`src/rtl/vtg_pkg.sv`:
```
package vtg_pkg;
   typedef enum logic {
      VSTD_60 = 1'b0,
      VSTD_50 = 1'b1
   } vstd_e;

   localparam logic [1:0] ILACE_BOTH = 2'b11;
endpackage

```
`src/rtl/vtg_line_acc.sv`:
```
module vtg_line_acc #(
   parameter int unsigned FRAC_W = 12,
   parameter int unsigned ACC_W  = 24
) (
   input  logic             clk,
   input  logic             rst_n,
   input  logic [ACC_W-1:0] inc_i,
   output logic             tick_o
);
   localparam logic [ACC_W:0] ONE = (ACC_W+1)'(1) << FRAC_W;

   logic [ACC_W-1:0] acc_q;
   logic [ACC_W:0]   sum;
   logic [ACC_W:0]   acc_d;

   always_comb begin
      sum    = {1'b0, acc_q} + ONE;
      tick_o = (sum >= {1'b0, inc_i});
      acc_d  = tick_o ? (sum - {1'b0, inc_i}) : sum;
   end

   always_ff @(posedge clk) begin
      if (!rst_n) acc_q <= '0;
      else        acc_q <= acc_d[ACC_W-1:0];
   end
endmodule

```
`src/rtl/vtg_line_tmr.sv`:
```
module vtg_line_tmr #(
   parameter int unsigned CYC_W = 12
) (
   input  logic             clk,
   input  logic             rst_n,
   input  logic             tick_i,
   output logic [CYC_W-1:0] cyc_o,
   output logic             hsync_o
);
   always_ff @(posedge clk) begin
      if (!rst_n) begin
         cyc_o   <= '0;
         hsync_o <= 1'b0;
      end else begin
         cyc_o   <= tick_i ? '0 : cyc_o + 1'b1;
         hsync_o <= tick_i;
      end
   end
endmodule

```
`src/rtl/vtg_frame_seq.sv`:
```
module vtg_frame_seq
   import vtg_pkg::*;
#(
   parameter int unsigned LINES_60 = 263,
   parameter int unsigned LINES_50 = 314,
   parameter int unsigned VBL_LINE = 240,
   parameter int unsigned LINE_W   = 9,
   parameter int unsigned FRAME_W  = 16
) (
   input  logic               clk,
   input  logic               rst_n,
   input  logic               tick_i,
   input  logic               std_sel_i,
   output logic [LINE_W-1:0]  line_o,
   output logic [FRAME_W-1:0] frame_o,
   output vstd_e              std_act_o,
   output logic               wrap_o,
   output logic               vbl_enter_o,
   output logic               irq_o
);
   localparam logic [LINE_W-1:0] LAST_60 = LINE_W'(LINES_60 - 1);
   localparam logic [LINE_W-1:0] LAST_50 = LINE_W'(LINES_50 - 1);
   localparam logic [LINE_W-1:0] PRE_VBL = LINE_W'(VBL_LINE - 1);

   logic [LINE_W-1:0] last_line;

   always_comb begin
      last_line   = (std_act_o == VSTD_50) ? LAST_50 : LAST_60;
      wrap_o      = tick_i && (line_o == last_line);
      vbl_enter_o = tick_i && !wrap_o && (line_o == PRE_VBL);
   end

   always_ff @(posedge clk) begin
      if (!rst_n) begin
         line_o    <= '0;
         frame_o   <= '0;
         std_act_o <= VSTD_60;
         irq_o     <= 1'b0;
      end else begin
         irq_o <= vbl_enter_o;
         if (wrap_o) begin
            line_o    <= '0;
            frame_o   <= frame_o + 1'b1;
            std_act_o <= vstd_e'(std_sel_i);
         end else if (tick_i) begin
            line_o <= line_o + 1'b1;
         end
      end
   end
endmodule

```
`src/rtl/vtg_field.sv`:
```
module vtg_field
   import vtg_pkg::*;
(
   input  logic       clk,
   input  logic       rst_n,
   input  logic       wrap_i,
   input  logic       vbl_enter_i,
   input  logic [1:0] ilace_en_i,
   output logic       field_o,
   output logic       stat_odd_o,
   output logic       stat_even_o
);
   logic next_field;

   always_comb begin
      next_field = (ilace_en_i == ILACE_BOTH) ? !field_o : 1'b0;
   end

   always_ff @(posedge clk) begin
      if (!rst_n) begin
         field_o     <= 1'b0;
         stat_odd_o  <= 1'b0;
         stat_even_o <= 1'b1;
      end else if (wrap_i) begin
         field_o     <= next_field;
         stat_odd_o  <= next_field;
         stat_even_o <= !next_field;
      end else if (vbl_enter_i) begin
         stat_odd_o  <= 1'b0;
      end
   end
endmodule

```
`src/rtl/vtg_top.sv`:
```
module vtg_top
   import vtg_pkg::*;
#(
   parameter int unsigned FRAC_W   = 12,
   parameter int unsigned ACC_W    = 24,
   parameter int unsigned INC_60   = 8791293,
   parameter int unsigned INC_50   = 8836089,
   parameter int unsigned LINES_60 = 263,
   parameter int unsigned LINES_50 = 314,
   parameter int unsigned VBL_LINE = 240,
   parameter int unsigned CYC_W    = 12,
   parameter int unsigned LINE_W   = 9,
   parameter int unsigned FRAME_W  = 16
) (
   input  logic               clk,
   input  logic               rst_n,
   input  logic               std_sel_i,
   input  logic [1:0]         ilace_en_i,
   output logic [CYC_W-1:0]   cyc_o,
   output logic [LINE_W-1:0]  line_o,
   output logic [FRAME_W-1:0] frame_o,
   output logic               hsync_o,
   output logic               vblank_o,
   output logic               vblank_irq_o,
   output logic               field_o,
   output logic               stat_odd_o,
   output logic               stat_even_o
);
   localparam longint unsigned ONE     = 64'd1 << FRAC_W;
   localparam longint unsigned INC_MAX = (INC_60 > INC_50) ? INC_60 : INC_50;
   localparam longint unsigned INC_MIN = (INC_60 < INC_50) ? INC_60 : INC_50;
   localparam longint unsigned CYC_MAX = (INC_MAX + ONE - 1) / ONE;
   localparam int unsigned     LN_MIN  = (LINES_60 < LINES_50) ? LINES_60 : LINES_50;
   localparam int unsigned     LN_MAX  = (LINES_60 > LINES_50) ? LINES_60 : LINES_50;
   localparam logic [ACC_W-1:0] INC_TBL [2] = '{ACC_W'(INC_60), ACC_W'(INC_50)};

   if (INC_MIN < 2 * ONE) begin : g_bad_inc
      $error("line increment must cover at least two clocks");
   end
   if (INC_MAX >= (64'd1 << ACC_W)) begin : g_bad_acc
      $error("ACC_W too narrow for the increments");
   end
   if (CYC_MAX > (64'd1 << CYC_W)) begin : g_bad_cyc
      $error("CYC_W too narrow for the line length");
   end
   if (LN_MAX > (1 << LINE_W)) begin : g_bad_line
      $error("LINE_W too narrow for the frame");
   end
   if (VBL_LINE == 0 || VBL_LINE >= LN_MIN) begin : g_bad_vbl
      $error("VBL_LINE must fall inside every frame");
   end

   vstd_e std_act;
   logic  tick;
   logic  wrap;
   logic  vbl_enter;

   vtg_line_acc #(.FRAC_W(FRAC_W), .ACC_W(ACC_W)) u_acc (
      .clk    (clk),
      .rst_n  (rst_n),
      .inc_i  (INC_TBL[std_act]),
      .tick_o (tick)
   );

   vtg_line_tmr #(.CYC_W(CYC_W)) u_tmr (
      .clk     (clk),
      .rst_n   (rst_n),
      .tick_i  (tick),
      .cyc_o   (cyc_o),
      .hsync_o (hsync_o)
   );

   vtg_frame_seq #(
      .LINES_60 (LINES_60),
      .LINES_50 (LINES_50),
      .VBL_LINE (VBL_LINE),
      .LINE_W   (LINE_W),
      .FRAME_W  (FRAME_W)
   ) u_seq (
      .clk         (clk),
      .rst_n       (rst_n),
      .tick_i      (tick),
      .std_sel_i   (std_sel_i),
      .line_o      (line_o),
      .frame_o     (frame_o),
      .std_act_o   (std_act),
      .wrap_o      (wrap),
      .vbl_enter_o (vbl_enter),
      .irq_o       (vblank_irq_o)
   );

   vtg_field u_fld (
      .clk         (clk),
      .rst_n       (rst_n),
      .wrap_i      (wrap),
      .vbl_enter_i (vbl_enter),
      .ilace_en_i  (ilace_en_i),
      .field_o     (field_o),
      .stat_odd_o  (stat_odd_o),
      .stat_even_o (stat_even_o)
   );

   assign vblank_o = (line_o >= LINE_W'(VBL_LINE));
endmodule

```
`config.mk`:
```
export PLATFORM = sky130hd
export DESIGN_NAME = vtg_top
export DESIGN_NICKNAME = d
export VERILOG_FILES = /design/src/rtl/vtg_pkg.sv /design/src/rtl/vtg_line_acc.sv /design/src/rtl/vtg_line_tmr.sv /design/src/rtl/vtg_frame_seq.sv /design/src/rtl/vtg_field.sv /design/src/rtl/vtg_top.sv
export SDC_FILE = /design/constraint.sdc
export NUM_CORES = 1
export LEC_CHECK = 0
export BUFFER_PORTS_ARGS = -buffer_cell sky130_fd_sc_hd__buf_2
export CAP_MARGIN = 5
export CORE_UTILIZATION = 35
export CTS_BUF_LIST = sky130_fd_sc_hd__clkbuf_8
export CTS_CLUSTER_DIAMETER = 60
export DETAILED_ROUTE_END_ITERATION = 12
export PLACE_DENSITY_LB_ADDON = 0.05
export SYNTH_ARGS = -nofsm -noshare
export SYNTH_HDL_FRONTEND = slang
export SYNTH_SLANG_ARGS = --single-unit
```
`constraint.sdc`:
```
create_clock -name clk -period 6.9 [get_ports clk]
set_clock_uncertainty 0.05 [all_clocks]
set_input_delay 0.345 -clock clk [delete_from_list [all_inputs] [get_ports clk]]
set_output_delay 0.345 -clock clk [all_outputs]
set_load 0.005 [all_outputs]
```
**After elaboration in Yosys (flattened, before gate mapping)**

Index checks and enable logic that the tools add are counted.

- Input port bits: 5
- Word-level logic and storage cells: 40
- Bits in registers: 67
- Memories kept: 0
- Memory bits (read-only): 0
- RAM bits: 0
- Output and inout port bits: 43
- Bits in latches: 0

- Multiplexer cells: 8
- Shift-type cells: 0
- Reduce and logical (&&, ||, !) cells: 9
- Add/subtract/negate cells: 5
- Div/mod/pow operators: 0
- Multipliers: 0
- Bitwise gates (word level): 2
- Order comparisons: 3
- Equality and inequality tests: 3

Operators by type and width:

| kind | number |
|---|---|
| $mux 24 | 3 |
| $add 24x13->25 const B | 1 |
| $ge 25x24->1 | 1 |
| $sub 24x24->24 | 1 |
| $add 16x1->16 const B | 1 |
| $mux 16 | 1 |
| $add 12x1->12 const B | 1 |
| $add 9x1->9 const B | 1 |
| $eq 9x8->1 const B | 1 |
| $eq 9x9->1 | 1 |
| $ge 9x8->1 const B | 1 |
| $mux 6 | 1 |
| $reduce_or 2->1 | 2 |
| $logic_and 1x1->1 | 3 |
| $logic_not 1->1 | 3 |
| $mux 1 | 3 |
| $eq 2x2->1 const B | 1 |
| $ge 2x2->1 const B | 1 |
| $not 1->2 | 1 |
| $reduce_bool 2->1 | 1 |
| $not 1->1 | 1 |

**Longest topological paths before layout**

Gate-level depths: netlist of run 1.

- Depth in word-level cells: 11
- Gate-level depth with buffers: 14
- Gate-level depth less buffers: 10

**Cells and area by module**

From an unflattened synthesis of run 1, not the netlist that was laid out.

- Cell total of the unflattened synthesis: 528
- Area, all modules: 4433.0 µm²

Modules (own cells, without submodules):

| module | cells each | times used | area each (µm²) |
|---|---|---|---|
| vtg_line_acc | 311 | 1 | 2388.5 |
| vtg_frame_seq | 142 | 1 | 1363.8 |
| vtg_line_tmr | 61 | 1 | 551.8 |
| vtg_field | 10 | 1 | 107.6 |
| vtg_top | 4 | 1 | 21.3 |

**Worst setup path after synthesis of run 1**

OpenSTA, ideal clock, no wires.

- Path type: flip-flop to flip-flop
- Start: register u_acc.acc_q[12]
- End: register u_acc.acc_q[20]
- Arrival: 2.854 ns
- Setup slack: 3.881 ns
- Setup time: 0.115 ns
- Cell stages (with the launch flop): 12
- Period minus slack after synthesis: 3.019 ns
- Required time: 6.735 ns
- Path through: dfxtp_1 -> ha_1 -> xor2_1 -> ha_1 -> a21o_1 -> a211o_1 -> o311ai_1 -> o21a_1 -> buf_6 -> o31ai_1 -> or4_1 -> and3_1

- Word-level cells in the longest chain between the ends: 3
- Elaborated cells between the ends (all ways): 4

RTL lines:

| element | RTL line | RTL |
|---|---|---|
| start: declaration | vtg_line_acc.sv:12 | `logic [ACC_W-1:0] acc_q;` |
| start signal: assignment | vtg_line_acc.sv:24 | `else acc_q <= acc_d[ACC_W-1:0];` |
| $add 24x13->25 (*) | vtg_line_acc.sv:17 | `sum = {1'b0, acc_q} + ONE;` |
| $sub 24x24->24 or $ge 25x24->1 (tied branches) | vtg_line_acc.sv:19, vtg_line_acc.sv:18 |  |
| $mux 24 (*) | vtg_line_acc.sv:19 | `acc_d = tick_o ? (sum - {1'b0, inc_i}) : sum;` |

Mark *: on every way between the ends. The rest lies on a longest branch, timed or not.
A chain may end at the register's enable or synchronous reset.

**Worst setup path in the final report of run 1**

- Start: register u_seq.std_act_o
- End: register u_seq.line_o[1]

- Word-level cells in the longest chain between the ends: 7
- Elaborated cells between the ends (all ways): 9

RTL lines:

| element | RTL line | RTL |
|---|---|---|
| start: declaration | vtg_frame_seq.sv:16 | `output vstd_e std_act_o,` |
| start signal: assignment | vtg_frame_seq.sv:44 | `std_act_o <= vstd_e'(std_sel_i);` |
| $not 1->2 (implied by the code) | vtg_top.sv:61 | `.inc_i (INC_TBL[std_act]),` |
| $mux 16 (implied by the code) | vtg_top.sv:61 |  |
| $mux 24 (implied by the code) (2 in series) | vtg_top.sv:61 |  |
| $ge 25x24->1 | vtg_line_acc.sv:18 | `tick_o = (sum >= {1'b0, inc_i});` |
| $logic_and 1x1->1 | vtg_frame_seq.sv:29 | `wrap_o = tick_i && (line_o == last_line);` |
| $reduce_or 2->1 (no source line) | -- |  |
| end signal: assignment | vtg_frame_seq.sv:46 | `line_o <= line_o + 1'b1;` |
| end: declaration | vtg_frame_seq.sv:14 | `output logic [LINE_W-1:0] line_o,` |

Parallel ways exist; a longest one is shown, timed or not. The select of a mux whose other input is x is not followed.

==> flow_summary.rst, run 1 <==
.. list-table::
   :header-rows: 1

   * - Metric
     - Value
   * - Status
     - complete, no violations
   * - Wire length of the first global-routing pass
     - 15.06 mm
   * - Kind of capture point of the worst setup path
     - flop
   * - Leading register cell type out of synthesis
     - sky130_fd_sc_hd__dfxtp_1
   * - CTS root buf
     - sky130_fd_sc_hd__clkbuf_8
   * - Post-CTS Hold Fix Bufs
     - 0
   * - Full die area
     - 0.01133 mm^2
   * - Layout net count
     - roughly 500
   * - Cell with the largest stage delay on the worst path
     - sky130_fd_sc_hd__dfxtp_1
   * - Largest net degree at the start of global routing
     - 58
   * - Worst hold start
     - std_sel_i
   * - Max Cap Violations
     - 0
   * - Pwr Density
     - between 150 and 200 mW/mm^2
   * - Share of layout cells above drive strength 1
     - between 10 and 15%
   * - Setup tns final
     - 0 ns
   * - Flop and latch count out of synthesis
     - 67
   * - Proportion of synthesized chip area in sequential cells
     - 35.14%
   * - Final Util
     - 42.07%
   * - Share of the cycle needed by the critical path after routing
     - 54.00%
   * - Total wire length
     - approximately 9 mm
   * - Maximum vdd ir drop
     - 0.1178 mV
   * - Final number of max-transition violations
     - 0
   * - Reg2Reg Depth
     - 11
   * - I/O pin total
     - 48
   * - Vias in the first global route
     - 3008
   * - Number of fillers in the final layout
     - about 1.1k
   * - Final cell count without fillers
     - between 600 and 700
   * - Cell Rows
     - 37
   * - Class of the most critical setup path
     - flop to flop
   * - Worst reg2reg path endpoint
     - u_seq.line_o[1]
   * - Fraction of registers with async set/reset
     - 0%
   * - Sequence of cells on the critical path
     - inv_1 > ha_1 > and3_1 > a211oi_1 > a211oi_1 > o311ai_1 > o21a_1 > buf_4 > a21o_1 > nand2_1 > a21oi_1
   * - Count of distinct cell types in the synthesized netlist
     - 58
   * - Slew at the pin closest to its max-slew limit
     - approximately 0.67 ns
   * - Syn Nets
     - 468
   * - Required time of the critical path
     - 7.14 ns
   * - Top area cells in the synthesized netlist
     - sky130_fd_sc_hd__dfxtp_1, sky130_fd_sc_hd__xnor2_1, sky130_fd_sc_hd__xor2_1, sky130_fd_sc_hd__ha_1, sky130_fd_sc_hd__nand2_1
   * - Vias
     - 3184
   * - Vias per inst
     - 5.038
   * - Number of placed cells counting well taps
     - between 600 and 700
   * - Avg Inst Size Synth
     - roughly 8.5 um^2
   * - Nature of the critical path startpoint
     - flop
   * - Highest achievable clock rate
     - 268.4 MHz
   * - Number of setup violations in the final report
     - 0
   * - CP peak stage delay
     - about 0.47 ns
   * - Number of enable flip-flop cells after synthesis
     - 0
   * - Die outline width
     - about 110 um
   * - RSZ-0062 raised after global routing
     - no
   * - Number of remaining DRC errors
     - 0
   * - Post-Synthesis Cells
     - about 450
   * - Post-cts repair resize count
     - 0
   * - Depth of the worst hold-timing path
     - 3
   * - Worst R2R Start
     - u_seq.std_act_o
   * - Hold Crit Class
     - input port to flop
   * - Highest net fanout along the worst path
     - 17
   * - Clock buffer depth
     - 2
   * - Area inside the core boundary
     - 0.01046 mm^2
   * - Starting Density
     - 36.49%
   * - Signal arrival time at the worst endpoint
     - 3.96 ns
   * - # clock sinks
     - 67
   * - Global route total overflow
     - 0
   * - Count of port buffers added during placement
     - 47
   * - Family of cells with the greatest summed delay on the critical path
     - compound AO/OA/AOI/OAI gates
   * - Later-pin clock latency in the skew report
     - 0.36 ns
   * - Floorplan die height
     - 106.4 um
   * - Relative area change from synthesis to final layout
     - 15.31%
   * - Post-synthesis cell area
     - around 0.0038 mm^2
   * - RD Place Congestion
     - 0.7879
   * - Post-layout worst setup margin
     - 3.174 ns
   * - Cell taking the most area after synthesis
     - sky130_fd_sc_hd__dfxtp_1
   * - DRT antenna net count
     - 0
   * - Number of clock buffers inserted by TritonCTS
     - 9
   * - Placement Setup Slack
     - between 3 and 4 ns
   * - Cell seen most often among critical-path stages
     - sky130_fd_sc_hd__a211oi_1
   * - Avg WL per Cell
     - 14.19 um
   * - Reported leakage power
     - between 1.5 and 2 nW
   * - Clock tree from TritonCTS
     - yes
   * - Cell area after layout
     - 0.004402 mm^2
   * - Area share of the leading cell type in the synthesized netlist
     - between 30% and 40%
   * - Number of iterations in the first detailed-routing pass
     - 4
   * - Buffers & Inverters on Critical Path
     - 2
   * - Final Critical Period
     - 3.726 ns
   * - Slack of the worst reg-to-reg path
     - 3.17 ns
   * - Cell area after placement
     - ~0.0042 mm^2
   * - List of most frequent post-synthesis cells
     - sky130_fd_sc_hd__dfxtp_1, sky130_fd_sc_hd__nand2_1, sky130_fd_sc_hd__nor2_1
   * - GR Util All Layers
     - 17.15%
   * - DR iter-0 viols
     - 112
   * - End point of the most critical hold path
     - u_seq.std_act_o
   * - Hpwl dp
     - roughly 6.3 mm
   * - Post-CTS setup repair buffer count
     - 0
   * - Most numerous cell in the Yosys netlist
     - sky130_fd_sc_hd__dfxtp_1
   * - Antenna violations before repair
     - 0
   * - Depth of the CTS H-tree
     - 3
   * - Clock transition at path regs
     - 0.08 ns
   * - Slew Limit Headroom
     - approximately 54%
   * - Number of warnings issued by yosys
     - 0
   * - Total count of hold-check failures in the final report
     - 0
   * - Diodes inserted
     - 0
==> report_power, final <==
| group | internal (W) | switching [W] | leakage [nW] |
|---|---|---|---|
| combinational | 0.0000168 | 0.0000238 | 1.27 |
| sequential | 0.000389 | 0.00000347 | 0.541 |
| clock | 0.000251 | 0.000166 | 0.123 |
==> kinds of logic after synthesis <==
logic type,after synthesis,share of synthesized area [%]
AND/OR/NAND/NOR,191,26.12
XOR/XNOR,50,11.47
buffers and inverters,31,3.704
multiplexers,9,2.360
adder cells (fa/ha/maj),15,4.916
flip-flops,67,35.14
AO/OA/AOI/OAI,85,16.29
==> tightest hold or removal path: cells and delay by family <==
kind	cells	cell delay, ns
buffers and inverters	1	0.11
and+or+nand+nor	1	0.10
muxes	1	0.07
==> through the flow <==
step | total power, W | hold WS, ns
6_report | 0.0008501 | 0.2467
5_1_grt | 0.0008871 | 0.2383
4_1_cts | 0.0008622 | 0.2280
3_5_place_dp | 0.0004424 | 0.4092
3_3_place_gp | 0.0004428 | 0.3927
2_1_floorplan | 0.0004317 | 0.3938
==> layout make-up <==
cell class              instances  area [um^2]  share of cell area, %
repair buffers                 50        257.7                  5.856
clock inverters                 6        111.4                  2.530
well taps                     136        170.2                  3.866
inverters                      13        48.80                  1.109
clock buffers                  10        137.6                  3.127
multi-input cells             350         2335                  53.04
flip-flops and latches         67         1341                  30.47
==> layer usage <==
metal  up-vias  track usage, %  wire, um  share of wire [%]
li1       1664               -         -                  -
met1      1464           22.55      4628                 52
met2        44           26.25      3924                 44
met3        12           4.108       259                2.9
met4         0           8.219       157                1.8
met5         -               0         0                  0
==> how the worst max path moves through the flow <==
stage,startpoint,end,slack (ns),cells after the start
3_3_place_gp,u_acc.acc_q[12],u_seq.line_o[1],3.29,11
6_report,u_seq.std_act_o,u_seq.line_o[1],3.17,11
3_5_place_dp,u_seq.std_act_o,u_seq.line_o[1],3.17,11
2_1_floorplan,u_acc.acc_q[12],u_acc.acc_q[20],3.88,11
4_1_cts,u_seq.std_act_o,u_seq.line_o[1],3.13,11
5_1_grt,u_seq.std_act_o,u_seq.line_o[1],2.83,11
==> registers in the layout (all words and copies together) (netlist names) <==
| name | count |
|---|---|
| u_fld.field_o | 1 |
| u_tmr.cyc_o | 12 |
| u_fld.stat_even_o | 1 |
| u_seq.frame_o | 16 |
| u_tmr.hsync_o | 1 |
| u_fld.stat_odd_o | 1 |
| u_seq.line_o | 9 |
| u_seq.std_act_o | 1 |
| u_acc.acc_q | 24 |
| u_seq.irq_o | 1 |
==> placed cells by master (no fill, tap or decap), drive strengths merged, types with 2 or more instances in the layout <==
cell type  synthesis  layout
nand3             21      21
buf                8      50
or4                3       3
nand2             50      50
nor4               5       5
inv               13      14
a21o               3       3
xor2              22      22
clkbuf            10      10
and3              15      15
nor2              37      37
o211ai             2       2
o31ai              4       4
dfxtp             67      67
a21oi             15      15
a31oi              2       2
mux2i              9       9
a211oi            14      14
nor3               3       3
a211o              5       5
nor3b              3       3
o21bai             2       2
a2111oi            5       5
o21ai              7       7
or3                4       4
and4               2       2
o21a               4       4
and2              21      21
nand2b             9       9
bufinv             0       3
nand4              7       7
nor2b              7       7
xnor2             28      28
a21boi            11      11
ha                15      15
(Power assumes the default switching activity.)
==> inputs of run 2 (changes only) <==
clock period = 3.7 ns   (was 6.9 ns; I/O delays follow)
==> run 2 against run 1 <==
Effect of this change:
- first-iteration DRC count down 13%
- hold slack worse by 0.13 ns
- utilization up 0.53 points
- combinational power up 80%
- critical path type unchanged
- critical endpoint is now u_seq.frame_o[14]
- largest power group is now registers
==> flow_summary.rst, run 2 (same netlist as run 1, synthesis figures left out) <==
.. list-table::
   :header-rows: 1

   * - Metric
     - Value
   * - Status
     - complete, no violations
   * - Number of iterations in the first detailed-routing pass
     - 4
   * - Vias in the first global route
     - 3028
   * - Reported leakage power
     - 1.967 nW
   * - Hpwl dp
     - 6.094 mm
   * - Number of fillers in the final layout
     - 1123
   * - Slew at the pin closest to its max-slew limit
     - 0.8954 ns
   * - Hold Crit Class
     - input port to flop
   * - Number of flip-flops under the largest register name
     - 24
   * - Cell with the largest stage delay on the worst path
     - sky130_fd_sc_hd__or4_1
   * - Setup tns final
     - 0 ns
   * - Max Cap Violations
     - 0
   * - Total area of multi-input combinational cells
     - 0.002344 mm^2
   * - Number of setup violations in the final report
     - 0
   * - Required time of the critical path
     - approximately 3.9 ns
   * - Cell area after layout
     - 0.004457 mm^2
   * - Avg WL per Cell
     - 13.50 um
   * - Net switching power figure
     - roughly 0.00033 W
   * - Largest net degree at the start of global routing
     - 58
   * - Clock tree from TritonCTS
     - yes
   * - Final Util
     - a little over two fifths
   * - Biggest register
     - u_acc.acc_q
   * - Slew Limit Headroom
     - 40.31%
   * - Floorplan die height
     - ~110 um
   * - Sequence of cells on the critical path
     - inv_1 > ha_1 > and3_1 > a211oi_1 > a211oi_1 > o311ai_1 > o21a_1 > buf_4 > a21o_2 > buf_4 > or4_1 > a21boi_1
   * - Global route total overflow
     - 0
   * - Number of clock buffers inserted by TritonCTS
     - 9
   * - Vias per inst
     - 5.036
   * - Clock power share
     - a little under half
   * - Leading cell types in the layout, fill and taps excluded
     - sky130_fd_sc_hd__dfxtp_1, sky130_fd_sc_hd__nand2_1, sky130_fd_sc_hd__buf_2
   * - Proportion of power drawn by flip-flops and latches
     - between 40% and 50%
   * - Combined flip-flop and latch cell area
     - 0.001341 mm^2
   * - Later-pin clock latency in the skew report
     - 0.33 ns
   * - Share of the cycle needed by the critical path after routing
     - about nine tenths
   * - Share of layout cells above drive strength 1
     - 16.53%
   * - Post-CTS Hold Fix Bufs
     - 0
   * - DR iter-0 viols
     - 97
   * - I/O pin total
     - 48
   * - Relative area change from synthesis to final layout
     - 16.75%
   * - Combinational group share of total power
     - 4.8%
   * - Vias
     - approximately 3.2k
   * - Signal arrival time at the worst endpoint
     - between 3 and 4 ns
   * - Die outline width
     - 106.4 um
   * - Clock transition at path regs
     - about 0.070 ns
   * - Full die area
     - 0.01133 mm^2
   * - Count of port buffers added during placement
     - 47
   * - Layout net count
     - 517
   * - Antenna violations before repair
     - 0
   * - Switching power as a share of total power
     - 21.73%
   * - Top Registers
     - u_acc.acc_q (24), u_seq.frame_o (16), u_tmr.cyc_o (12)
   * - Nature of the critical path startpoint
     - flop
   * - Total wire length
     - between 8 and 9 mm
   * - CP peak stage delay
     - around 0.47 ns
   * - Final Critical Period
     - 3.370 ns
   * - Highest achievable clock rate
     - 296.7 MHz
   * - GR Util All Layers
     - between 10% and 20%
   * - Area inside the core boundary
     - 0.01046 mm^2
   * - Class of the most critical setup path
     - flop to flop
   * - Cell internal pwr
     - 0.001191 W
   * - CTS root buf
     - sky130_fd_sc_hd__clkbuf_8
   * - Leading cell type in the layout, fill and taps excluded
     - sky130_fd_sc_hd__dfxtp_1
   * - Starting Density
     - 36.49%
   * - # clock sinks
     - 67
   * - Depth of the CTS H-tree
     - 3
   * - Highest net fanout along the worst path
     - 16
   * - Clock buffer depth
     - 2
   * - DRT antenna net count
     - 0
   * - Pwr Density
     - 341.5 mW/mm^2
   * - Maximum vdd ir drop
     - 0.1635 mV
   * - Diodes inserted
     - 0
   * - Cell area after placement
     - 0.004175 mm^2
   * - Total count of hold-check failures in the final report
     - 0
   * - Cell Rows
     - 37
   * - Wire length of the first global-routing pass
     - 14.79 mm
   * - Kind of capture point of the worst setup path
     - flop
   * - Number of remaining DRC errors
     - 0
   * - RSZ-0062 raised after global routing
     - no
   * - Final number of max-transition violations
     - 0
   * - RD Place Congestion
     - 0.8278
-- run 2: final cells by class --
| type | instances | share of cell area (%) |
|---|---|---|
| Tap cell | 136 | 3.818 |
| Sequential cell | 67 | 30.10 |
| Timing Repair Buffer | 56 | 7.075 |
| Clock buffer | 12 | 3.706 |
| Clock inverter | 4 | 1.628 |
| Inverter | 13 | 1.095 |
| Multi-Input combinational cell | 350 | 52.58 |
-- run 2: power by group through the flow --
stage	combinational, W	sequential (W)	clock [W]
final	0.0000730	0.000733	0.000716
after global placement	0.0000750	0.000749	0
after detailed placement	0.0000735	0.000749	0
after global routing	0.0000833	0.000734	0.000782
after CTS	0.0000738	0.000732	0.000746
after floorplan	0.0000565	0.000749	0
-- run 2: worst max-delay path: cells and delay by family (launching register included) --
family | cells | cell delay (ns)
and+or+nand+nor | 2 | 0.71
AOI/OAI and AO/OA | 6 | 1.17
adders and majority gates | 1 | 0.43
DFF | 1 | 0.40
buffers and inverters | 3 | 0.54
-- run 2: layer usage --
layer	up-vias	share of wire (%)	global-route usage [%]	wire, um
met5	-	0	0	0
met1	1486	52	22.14	4445
li1	1680	-	-	-
met3	4	3.0	3.188	254
met4	0	0.79	5.284	68
met2	43	45	26.16	3841
-- run 2: path summary, 6_finish.rpt --
| path | slack, ns | from | cells past startpoint | endpoint |
|---|---|---|---|---|
| max | 0.33 | u_seq.std_act_o | 12 | u_seq.frame_o[14] |
| max reg2reg | 0.33 | u_seq.std_act_o | 12 | u_seq.frame_o[14] |
| min | 0.12 | std_sel_i | 3 | u_seq.std_act_o |
| min reg2reg | 0.42 | u_acc.acc_q[9] | 2 | u_acc.acc_q[9] |
-- run 2: what timing repair did --
action | CTS | global route
setup endpoints to repair | 0 | 25
setup buffers | 0 | 3
gates resized for setup | 0 | 4
-- run 2: through the flow --
stage	total power, W	setup slack, ns	std cells	hold WS (ns)
finish	0.001522	0.3301	638	0.1174
global route	0.001599	0.04200	638	0.1299
CTS	0.001553	0.1657	635	0.1063
detailed placement	0.0008230	0.1875	619	0.4167
global placement	0.0008241	0.3222	619	0.3939
floorplan	0.0008051	0.6807	448	0.3012
